$ cat src/rtl/i2cs_pkg.sv
package i2cs_pkg;
  typedef enum logic [3:0] {
    ST_IDLE,
    ST_ADDR,
    ST_ACK_SETUP,
    ST_ACK_DRIVE,
    ST_RX,
    ST_TX,
    ST_MACK,
    ST_MACK_DONE,
    ST_IGNORE
  } i2cs_state_e;
endpackage

$ cat src/rtl/i2cs_sync.sv
module i2cs_sync #(
  parameter int STAGES = 2,
  parameter int WIDTH  = 2
) (
  input  logic             clk,
  input  logic             rst,
  input  logic [WIDTH-1:0] d,
  output logic [WIDTH-1:0] q
);
  logic [STAGES-1:0][WIDTH-1:0] pipe;

  always_ff @(posedge clk) begin
    if (rst) begin
      pipe <= '1;
    end else begin
      for (int k = STAGES - 1; k > 0; k--) pipe[k] <= pipe[k-1];
      pipe[0] <= d;
    end
  end

  assign q = pipe[STAGES-1];
endmodule

$ cat src/rtl/i2cs_busmon.sv
module i2cs_busmon (
  input  logic clk,
  input  logic rst,
  input  logic scl_s,
  input  logic sda_s,
  output logic scl_rise,
  output logic scl_fall,
  output logic start_det,
  output logic stop_det
);
  logic scl_p, sda_p;

  always_ff @(posedge clk) begin
    if (rst) begin
      scl_p <= 1'b1;
      sda_p <= 1'b1;
    end else begin
      scl_p <= scl_s;
      sda_p <= sda_s;
    end
  end

  // SDA edges while SCL stays high are bus conditions, not data
  assign scl_rise  = scl_s & ~scl_p;
  assign scl_fall  = ~scl_s & scl_p;
  assign start_det = scl_s & scl_p & sda_p & ~sda_s;
  assign stop_det  = scl_s & scl_p & ~sda_p & sda_s;
endmodule

$ cat src/rtl/i2c_slave_stretch.sv
module i2c_slave_stretch #(
  parameter int DATA_W      = 8,
  parameter int SYNC_STAGES = 2
) (
  input  logic              clk,
  input  logic              rst,
  input  logic              data_wr,
  input  logic              data_rd,
  input  logic              addr_wr,
  input  logic [DATA_W-1:0] wdata,
  output logic [DATA_W-1:0] data_q,
  output logic [DATA_W-1:0] addr_q,
  output logic              irq,
  output logic              addr_match,
  output logic              xmit,
  input  logic              scl_i,
  input  logic              sda_i,
  output logic              scl_oe,
  output logic              sda_oe
);
  import i2cs_pkg::*;

  localparam int CNT_W = $clog2(DATA_W + 1);
  localparam logic [CNT_W-1:0] LAST_BIT = CNT_W'(DATA_W - 1);
  localparam logic [CNT_W-1:0] FULL_CNT = CNT_W'(DATA_W);

  logic [1:0] line_s;
  logic scl_rise, scl_fall, start_det, stop_det;

  i2cs_sync #(.STAGES(SYNC_STAGES), .WIDTH(2)) u_sync (
    .clk(clk), .rst(rst), .d({scl_i, sda_i}), .q(line_s)
  );

  i2cs_busmon u_mon (
    .clk(clk), .rst(rst), .scl_s(line_s[1]), .sda_s(line_s[0]),
    .scl_rise(scl_rise), .scl_fall(scl_fall),
    .start_det(start_det), .stop_det(stop_det)
  );

  i2cs_state_e       state;
  logic [CNT_W-1:0]  cnt;
  logic [DATA_W-1:0] shift;
  logic [DATA_W-1:0] shift_in;
  logic              stretch;
  logic              svc;
  logic              hit_now;
  logic [DATA_W-1:0] tx_load;

  assign shift_in = {shift[DATA_W-2:0], line_s[0]};
  assign hit_now  = (shift_in[DATA_W-1:1] == addr_q[DATA_W-1:1]);
  assign svc      = irq & ((data_wr & xmit) | (data_rd & ~xmit));
  assign tx_load  = data_wr ? wdata : data_q;

  always_ff @(posedge clk) begin
    if (rst) begin
      state      <= ST_IDLE;
      cnt        <= '0;
      shift      <= '0;
      data_q     <= '0;
      addr_q     <= '0;
      irq        <= 1'b0;
      addr_match <= 1'b0;
      xmit       <= 1'b0;
      stretch    <= 1'b0;
      scl_oe     <= 1'b0;
      sda_oe     <= 1'b0;
    end else begin
      scl_oe <= stretch;
      sda_oe <= (state == ST_ACK_DRIVE) || (state == ST_TX && !shift[DATA_W-1]);

      if (addr_wr) addr_q <= wdata;
      if (data_wr) data_q <= wdata;
      if (svc) begin
        irq     <= 1'b0;
        stretch <= 1'b0;
        if (xmit && state == ST_TX) shift <= wdata;
      end

      if (stop_det) begin
        state   <= ST_IDLE;
        cnt     <= '0;
        stretch <= 1'b0;
      end else if (start_det) begin
        state      <= ST_ADDR;
        cnt        <= '0;
        addr_match <= 1'b0;
      end else begin
        unique case (state)
          ST_ADDR: if (scl_rise) begin
            shift <= shift_in;
            cnt   <= cnt + CNT_W'(1);
            if (cnt == LAST_BIT) begin
              if (hit_now) begin
                addr_match <= 1'b1;
                irq        <= 1'b1;
                xmit       <= shift_in[0];
                state      <= ST_ACK_SETUP;
              end else begin
                state <= ST_IGNORE;
              end
            end
          end
          ST_RX: if (scl_rise) begin
            shift <= shift_in;
            cnt   <= cnt + CNT_W'(1);
            if (cnt == LAST_BIT) begin
              data_q <= shift_in;
              irq    <= 1'b1;
              state  <= ST_ACK_SETUP;
            end
          end
          ST_ACK_SETUP: if (scl_fall) state <= ST_ACK_DRIVE;
          ST_ACK_DRIVE: if (scl_fall) begin
            cnt     <= '0;
            stretch <= irq & ~svc;
            state   <= xmit ? ST_TX : ST_RX;
            if (xmit) shift <= tx_load;
          end
          ST_TX: begin
            if (scl_rise) cnt <= cnt + CNT_W'(1);
            if (scl_fall) begin
              if (cnt == FULL_CNT) state <= ST_MACK;
              else shift <= {shift[DATA_W-2:0], 1'b0};
            end
          end
          ST_MACK: if (scl_rise) begin
            if (!line_s[0]) begin
              irq   <= 1'b1;
              state <= ST_MACK_DONE;
            end else begin
              state <= ST_IGNORE;
            end
          end
          ST_MACK_DONE: if (scl_fall) begin
            cnt     <= '0;
            stretch <= irq & ~svc;
            shift   <= tx_load;
            state   <= ST_TX;
          end
          default: ;
        endcase
      end
    end
  end
endmodule

$ cat config.mk
export PLATFORM = sky130hd
export DESIGN_NAME = i2c_slave_stretch
export DESIGN_NICKNAME = d
export VERILOG_FILES = /design/src/rtl/i2cs_pkg.sv /design/src/rtl/i2cs_sync.sv /design/src/rtl/i2cs_busmon.sv /design/src/rtl/i2c_slave_stretch.sv
export SDC_FILE = /design/constraint.sdc
export NUM_CORES = 1
export LEC_CHECK = 0
export BUFFER_PORTS_ARGS = -buffer_cell sky130_fd_sc_hd__buf_2
export CAP_MARGIN = 15
export CORE_MARGIN = 8
export CORE_UTILIZATION = 55
export DETAILED_ROUTE_END_ITERATION = 10
export PLACE_DENSITY = 0.8
export SETUP_SLACK_MARGIN = 0.02
export SYNTH_ARGS = -nofsm -noshare
export SYNTH_HDL_FRONTEND = slang
export SYNTH_SLANG_ARGS = --single-unit
$ cat constraint.sdc
create_clock -name clk -period 2.3 [get_ports clk]
set_input_delay 0.23 -clock clk [delete_from_list [all_inputs] [get_ports clk]]
set_output_delay 0.23 -clock clk [all_outputs]
set_load 0.02 [all_outputs]
==> metrics.md, run 1 <==
| Metric | Value |
|---|---|
| Outcome | `completed` |
| Slowest CP cell | `a32oi_2` |
| Clock Tree Buf Depth | `2` |
| Final core utilization | `about two thirds` |
| Maximum clock frequency | `approximately 470 MHz` |
| Synthesized Nets | `268` |
| Post-synthesis simple-gate area fraction | `20.6%` |
| Hold WS | `roughly 0.12 ns` |
| RSZ-0062 raised after global routing | `false` |
| Critical path fanouts, max | `8` |
| Max incr delay on CP | `0.44 ns` |
| Commonest non-fill, non-tap cell in the layout | `dfxtp_1` |
| Crit end category | `flip-flop` |
| Root buf cell | `clkbuf_8` |
| CTS tree | `done` |
| Met1 Resource Use GR | `about a fifth` |
| Asr flop ratio synth | `0%` |
| WL per Instance | `around 16 microns` |
| First-pass GRT wire length | `about 9000 microns` |
| Syn Inst Count | `between 200 and 300` |
| Port Buffer Count | `35` |
| Met3 Use GR | `4.58%` |
| Mean post-synth cell area | `around 9 sq um` |
| Largest net degree at the start of global routing | `35` |
| Hold Crit Depth | `2` |
| Hold Crit Endpoint | `u_sync.pipe[0]` |
| Clock Latency Late Sink | `0.30 ns` |
| Area grow syn2layout | `14.7%` |
| Post-Route Skew | `around 0.0066 ns` |
| Final Critical Period | `2.13 ns` |
| Syn Std Cell Area | `~2300 sq um` |
| Grt ovf | `0` |
| Hold Startpoint | `sda_i` |
| Chip height | `around 81 microns` |
| Final count of negative-setup-slack endpoints | `0` |
| GR Util All Layers | `between 10% and 20%` |
| CP startpoint kind | `flip-flop` |
| FF+latch count, synth | `44` |
| Power per cell area | `about 590 nW/um^2` |
| Most frequent cells in the layout | `dfxtp_1, nor2_1, buf_2` |
| VDD IR max | `roughly 550 uV` |
| MaxCap Viol Count | `0` |
| Worst hold path type | `primary input to flip-flop` |
| Adder-Cell Fraction of Synth Area | `1.09%` |
| GP Congestion | `0.887` |
| Worst endpoint required time | `2.48 ns` |
| Die width | `80.7 microns` |
| Placeable Area | `between 4000 and 5000 sq um` |
| Starting Density | `between 50% and 60%` |
| Row cnt | `23` |
| Initial drt markers | `around 120` |
| Crit path kind | `flip-flop to flip-flop` |
| Sink Count | `44` |
| Max Slew Vio Count | `0` |
| Cell Area, Placed | `around 2500 sq um` |
| Gr busiest metal | `met2` |
| Nets | `a little over 300` |
| CTS hold repair buffers | `0` |
| Final hold viol count | `0` |
| EDFF count, synth | `0` |
| Worst rel slew slack | `approximately 57%` |
| First-pass iteration count of the detailed router | `4` |
| Ys Warns | `0` |
| Xor/xnor share of the synthesized area | `between 4 and 5%` |
| Largest family of logic cells by synthesized area | `simple AND/OR/NAND/NOR gates` |
| Vias per cell | `5.96` |
| Synth unique cells | `roughly 50` |
| Mux share of post-synthesis cell area | `roughly an eighth` |
| Final non-filler cell area | `between 2000 and 3000 sq um` |
| Worst path cell trace | `inv_1 -> ha_1 -> and3b_1 -> or3_1 -> a32oi_2 -> o221a_2 -> nor2_1` |
| Worst-Margin Slew | `between 0.6 and 0.7 ns` |
| Period utilisation layout | `92.6%` |
| Antenna cells | `0` |
| Ys flop type | `dfxtp_1` |
| Fin cells | `337` |
| Clock Pin Slew Worst Setup and Hold Paths | `0.08 ns` |
| Antenna violations before repair | `0` |
| Post-Route WL | `5510 microns` |
| Arr. time, crit path | `between 2 and 2.5 ns` |
| Fill cells | `approximately 340` |
| CTS HTree Levels | `2` |
| Compound-Gate Fraction of Synth Area | `between 10% and 20%` |
| Inst Count DP | `~330` |
| Post-CTS Setup Bufs | `0` |
| CTS buffer count | `5` |
| Worst reg2reg path startpoint | `cnt[0]` |
| R2R Setup Slk | `between 0.15 and 0.2 ns` |
| IO Pins | `36` |
| Via count | `roughly 2.0k` |
| Sequential share of the synthesized area | `38.3%` |
| Setup TNS | `0 ns` |
| Routing usage on met2 | `between 20% and 30%` |
| Post_cts resized | `0` |
| Via count of the first global-routing pass | `approximately 2.0k` |
| ANT nets after route | `0` |
| Die area | `roughly 6500 sq um` |
| Leak Pwr | `1.04 nW` |
| Share of cells above drive strength 1 | `26.8%` |
| Register-to-Register Path Depth | `7` |
| DRC | `0` |
| Worst R2R End | `shift[2]` |
| Hpwl dp | `around 4000 microns` |
worst max path at each step:
| stage | startpoint | end | slack, ns | cells after the start |
|---|---|---|---|---|
| CTS | cnt[0] | shift[6] | 0.18 | 7 |
| floorplan | cnt[0] | shift[7] | 0.43 | 7 |
| global route | cnt[0] | shift[4] | 0.06 | 7 |
| detailed placement | cnt[0] | shift[7] | 0.22 | 7 |
| global placement | cnt[0] | shift[7] | 0.29 | 7 |
| finish | cnt[0] | shift[2] | 0.17 | 7 |
layout make-up:
type / instances / area (sq um) / area share, %
Tap cell: 50 / 62.6 / 2.37
Timing Repair Buffer: 44 / 243 / 9.20
Clock buffer: 6 / 82.6 / 3.13
Inverter: 7 / 26.3 / 0.996
Multi-Input combinational cell: 184 / 1310 / 49.5
Sequential cell: 44 / 881 / 33.4
Clock inverter: 2 / 38.8 / 1.47
power breakdown:
| part | switching, mW | internal, mW |
|---|---|---|
| combinational | 0.0880 | 0.0591 |
| clock | 0.260 | 0.355 |
| sequential | 0.0172 | 0.782 |
| total | 0.366 | 1.20 |
cells by family (layout without fill, tap and decap cells):
logic type | after synthesis | count (layout)
xor+xnor | 11 | 11
compound gates | 50 | 50
buf+inv | 23 | 59
flops | 44 | 44
mux | 28 | 28
simple gates | 93 | 93
fa+ha+maj | 2 | 2
stage by stage:
step	power, mW	worst slack (ns)
2_1_floorplan	0.914	0.434
4_1_cts	1.58	0.176
5_1_grt	1.63	0.0582
3_3_place_gp	0.962	0.286
6_report	1.56	0.170
3_5_place_dp	0.965	0.217
cells in the mapped netlist, types with 5 or more instances:
cell | n | share of area, %
nor3_1 | 5 | 1.1
dfxtp_1 | 44 | 38
nor2b_1 | 5 | 1.4
xnor2_1 | 10 | 3.8
mux2i_1 | 28 | 12
or3_1 | 5 | 1.4
o221a_2 | 6 | 2.9
inv_1 | 7 | 1.1
nand2_1 | 12 | 2.0
clkbuf_1 | 7 | 1.1
nand3_1 | 5 | 1.1
a21oi_1 | 9 | 2.0
nand2b_1 | 7 | 1.9
or2_2 | 6 | 1.6
a211oi_2 | 9 | 4.9
nor2_1 | 36 | 5.9
worst max-delay path, delay by kind of cell (launching register included):
kind / cells / cell delay (ns)
flip-flops: 1 / 0.38
buffers and inverters: 1 / 0.08
AND/OR/NAND/NOR: 3 / 0.64
adder cells (fa/ha/maj): 1 / 0.19
AO/OA/AOI/OAI: 2 / 0.72
layer usage:
layer | wire [microns] | share of wire [%]
met5 | 0 | 0
met4 | 95 | 1.7
met3 | 308 | 5.6
met2 | 2700 | 49
met1 | 2400 | 44
registers in the layout, summed over array words and instances, names as in the netlist:
name / flops
cnt: 4
data_q: 8
state: 4
u_sync.pipe: 2
scl_oe: 1
addr_match: 1
shift: 8
u_mon.scl_p: 1
sda_oe: 1
u_mon.sda_p: 1
u_sync.q: 2
xmit: 1
irq: 1
addr_q: 8
stretch: 1
Power figures use the tool's default switching activity.
==> run 2, diff against run 1 <==
--- a/config.mk
+++ b/config.mk
@@ -5,12 +5,13 @@
 export SDC_FILE = /design/constraint.sdc
 export NUM_CORES = 1
 export LEC_CHECK = 0
-export BUFFER_PORTS_ARGS = -buffer_cell sky130_fd_sc_hd__buf_2
+export ABC_AREA = 1
 export CAP_MARGIN = 15
 export CORE_MARGIN = 8
 export CORE_UTILIZATION = 55
 export DETAILED_ROUTE_END_ITERATION = 10
-export PLACE_DENSITY = 0.8
+export DONT_BUFFER_PORTS = 1
+export PLACE_DENSITY = 0.72
 export SETUP_SLACK_MARGIN = 0.02
 export SYNTH_ARGS = -nofsm -noshare
 export SYNTH_HDL_FRONTEND = slang
==> metrics.md, run 2 <==
| Metric | Value |
|---|---|
| CTS HTree Levels | `2 (unchanged)` |
| Leak Pwr | `1.13 nW (was 1.04 nW)` |
| Ys Warns | `0 (unchanged)` |
| Maximum clock frequency | `569 MHz (was 469 MHz)` |
| Critical path fanouts, max | `8 (unchanged)` |
| Mean post-synth cell area | `6.82 sq um (was 9.16 sq um)` |
| Share of the synthesized area in the top cell type | `35.0% (was 38.3%)` |
| Worst endpoint required time | `2.52 ns (was 2.48 ns)` |
| Row cnt | `24 (was 23)` |
| Initial drt markers | `186 (was 123)` |
| Antenna violations before repair | `0 (unchanged)` |
| Chip height | `83.6 microns (was 80.7 microns)` |
| DRC | `0 (unchanged)` |
| Worst hold path type | `primary input to flip-flop (unchanged)` |
| Sink Count | `44 (unchanged)` |
| CTS tree | `done (unchanged)` |
| WL per Instance | `14.1 microns (was 16.3 microns)` |
| Synthesized Nets | `386 (was 268)` |
| Most frequent cells in the layout | `nand2_1, inv_1, dfxtp_1 (was dfxtp_1, nor2_1, buf_2)` |
| Setup TNS | `0 ns (unchanged)` |
| CTS hold repair buffers | `2 (was 0)` |
| ANT nets after route | `0 (unchanged)` |
| Post-synth top cells | `nand2_1, inv_1, dfxtp_1, nor2_1, a21oi_1 (was dfxtp_1, nor2_1, mux2i_1, nand2_1, xnor2_1)` |
| Vias per cell | `5.28 (was 5.96)` |
| Clock Latency Late Sink | `0.29 ns (was 0.30 ns)` |
| Final non-filler cell area | `2650 sq um (was 2640 sq um)` |
| CP startpoint kind | `flip-flop (unchanged)` |
| Most common cell in the netlist | `nand2_1 (was dfxtp_1)` |
| Clock Pin Slew Worst Setup and Hold Paths | `0.08 ns (about the same)` |
| Antenna cells | `0 (unchanged)` |
| Pint | `1.08 mW (was 1.20 mW)` |
| Setup slack after layout | `0.542 ns (was 0.170 ns)` |
| Synth area leader | `dfxtp_1 (unchanged)` |
| Met1 wire length | `2780 microns (was 2400 microns)` |
| Hold WS | `0.0224 ns (was 0.115 ns)` |
| Post_cts resized | `0 (unchanged)` |
| Fill cells | `434 (was 337)` |
| Starting Density | `57.4% (was 57.5%)` |
| Final core utilization | `60.4% (was 66.0%)` |
| Pre-CTS WS | `0.568 ns (was 0.217 ns)` |
| Syn Std Cell Area | `2510 sq um (was 2300 sq um)` |
| Port Buffer Count | `0 (was 35)` |
| Commonest non-fill, non-tap cell in the layout | `nand2_1 (was dfxtp_1)` |
| Area contributors post-synth | `dfxtp_1, nand2_1, inv_1 (was dfxtp_1, mux2i_1, nor2_1)` |
| IO Pins | `36 (unchanged)` |
| Largest registers | `addr_q (8), data_q (8), shift (8) (unchanged)` |
| Worst-Margin Slew | `0.500 ns (was 0.635 ns)` |
| Gate power share | `9.3% (was 9.4%)` |
| GP Congestion | `0.963 (was 0.887)` |
| Final count of negative-setup-slack endpoints | `0 (unchanged)` |
| Crit path kind | `flip-flop to flip-flop (unchanged)` |
| Crit end category | `flip-flop (unchanged)` |
| Sw frac | `26.1% (was 23.4%)` |
| Syn Inst Count | `369 (was 251)` |
| Post-Route Skew | `0.00830 ns (was 0.00655 ns)` |
| Sequential share of the synthesized area | `35.0% (was 38.3%)` |
| Period utilisation layout | `76.4% (was 92.6%)` |
| Asr flop ratio synth | `0% (unchanged)` |
| Clock power frac | `33.8% (was 39.4%)` |
| Largest net degree at the start of global routing | `21 (was 35)` |
| NetSw | `381 uW (was 366 uW)` |
| VDD IR max | `353 uV (was 546 uV)` |
| DR WL met2 | `2580 microns (was 2700 microns)` |
| Clock Tree Buf Depth | `2 (unchanged)` |
| Top Metal Used | `met4 (unchanged)` |
| First-pass GRT wire length | `9870 microns (was 9050 microns)` |
| Area grow syn2layout | `5.37% (was 14.7%)` |
| Via count of the first global-routing pass | `2002 (was 1989)` |
| CTS buffer count | `5 (unchanged)` |
| Outcome | `completed (unchanged)` |
| Grt ovf | `0 (unchanged)` |
| Final Critical Period | `1.76 ns (was 2.13 ns)` |
| GR Util All Layers | `16.8% (was 17.3%)` |
| Arr. time, crit path | `1.98 ns (was 2.31 ns)` |
| Post-Route WL | `5950 microns (was 5510 microns)` |
| Die area | `6990 sq um (was 6510 sq um)` |
| MaxCap Viol Count | `0 (unchanged)` |
| Max Slew Vio Count | `0 (unchanged)` |
| Post-CTS Setup Bufs | `0 (unchanged)` |
| Final hold viol count | `0 (unchanged)` |
| Synth unique cells | `34 (was 49)` |
| Share of cells above drive strength 1 | `14.3% (was 26.8%)` |
| Ys flop type | `dfxtp_1 (unchanged)` |
| Met3 WL | `562 microns (was 308 microns)` |
| RSZ-0062 raised after global routing | `false (unchanged)` |
| Die width | `83.6 microns (was 80.7 microns)` |
| Nets | `387 (was 303)` |
| Cell Area, Placed | `2530 sq um (was 2520 sq um)` |
| Root buf cell | `clkbuf_8 (unchanged)` |
| Placeable Area | `4380 sq um (was 4000 sq um)` |
| Hpwl dp | `4450 microns (was 4060 microns)` |
| First-pass iteration count of the detailed router | `4 (unchanged)` |
| Via count | `2235 (was 2009)` |
| FF+latch count, synth | `44 (unchanged)` |
| Power per cell area | `552 nW/um^2 (was 592 nW/um^2)` |
| Sequential power share | `56.9% (was 51.2%)` |
| EDFF count, synth | `0 (unchanged)` |
| Worst rel slew slack | `66.6% (was 57.4%)` |
## run 2: cell types whose count changed after synthesis, sizes merged, moves of 7 or more
cell	delta
a211oi	-13
a21oi	+25
inv	+49
mux2i	-28
nand2	+67
nand2b	-7
nand3	+23
nor2	+12
o21ai	+36
o221a	-7
## run 2: worst max-delay path: stages, from the launching register on
cell and delay (ns):
dfxtp_1 0.60, nand2_1 0.11, nor2_2 0.24, nand3_1 0.11, nand3_1 0.14, inv_1 0.05
nand2_1 0.21, nand2_1 0.10, a21oi_2 0.12
## run 2: cell families after synthesis
family | share of synthesized area [%]
simple gates | 31.2
compound gates | 17.1
buf+inv | 11.5
flops | 35.0
xor+xnor | 4.18
fa+ha+maj | 0.995
## run 2: worst paths after layout
| path | endpoint | depth (start not counted) | start | slack [ns] |
|---|---|---|---|---|
| hold reg to reg | u_sync.q[1] | 1 | u_sync.pipe[1] | 0.41 |
| hold / removal | addr_q[1] | 1 | addr_wr | 0.02 |
| setup / recovery | shift[7] | 8 | state[1] | 0.54 |
| setup reg to reg | shift[7] | 8 | state[1] | 0.54 |
## run 2: layer usage
| layer | track usage (%) | vias to the layer above |
|---|---|---|
| met5 | 0 | - |
| met4 | 3.77 | 0 |
| met3 | 6.54 | 2 |
| met2 | 25.1 | 63 |
| met1 | 21.9 | 1002 |
| li1 | - | 1168 |
## run 2: layout make-up
class | instances | area (sq um) | area share, %
repair buffers | 4 | 37.5 | 1.42
multi-input cells | 256 | 1340 | 50.7
clock inverters | 1 | 7.51 | 0.283
clock buffers | 7 | 86.3 | 3.26
flip-flops and latches | 44 | 881 | 33.2
inverters | 59 | 229 | 8.64
well taps | 52 | 65.1 | 2.46
## run 2: per-stage QoR
| stage | std cells | total power, mW |
|---|---|---|
| floorplan | 369 | 0.955 |
| global placement | 412 | 0.976 |
| detailed placement | 412 | 0.977 |
| CTS | 422 | 1.47 |
| global route | 423 | 1.53 |
| finish | 423 | 1.46 |
## run 2: power groups by stage
stage               registers [mW]  logic [mW]  clock network (mW)
finish                       0.832       0.135               0.494
global placement             0.850       0.125                   0
global route                 0.836       0.154               0.544
CTS                          0.833       0.133               0.507
floorplan                    0.842       0.113                   0
detailed placement           0.851       0.127                   0
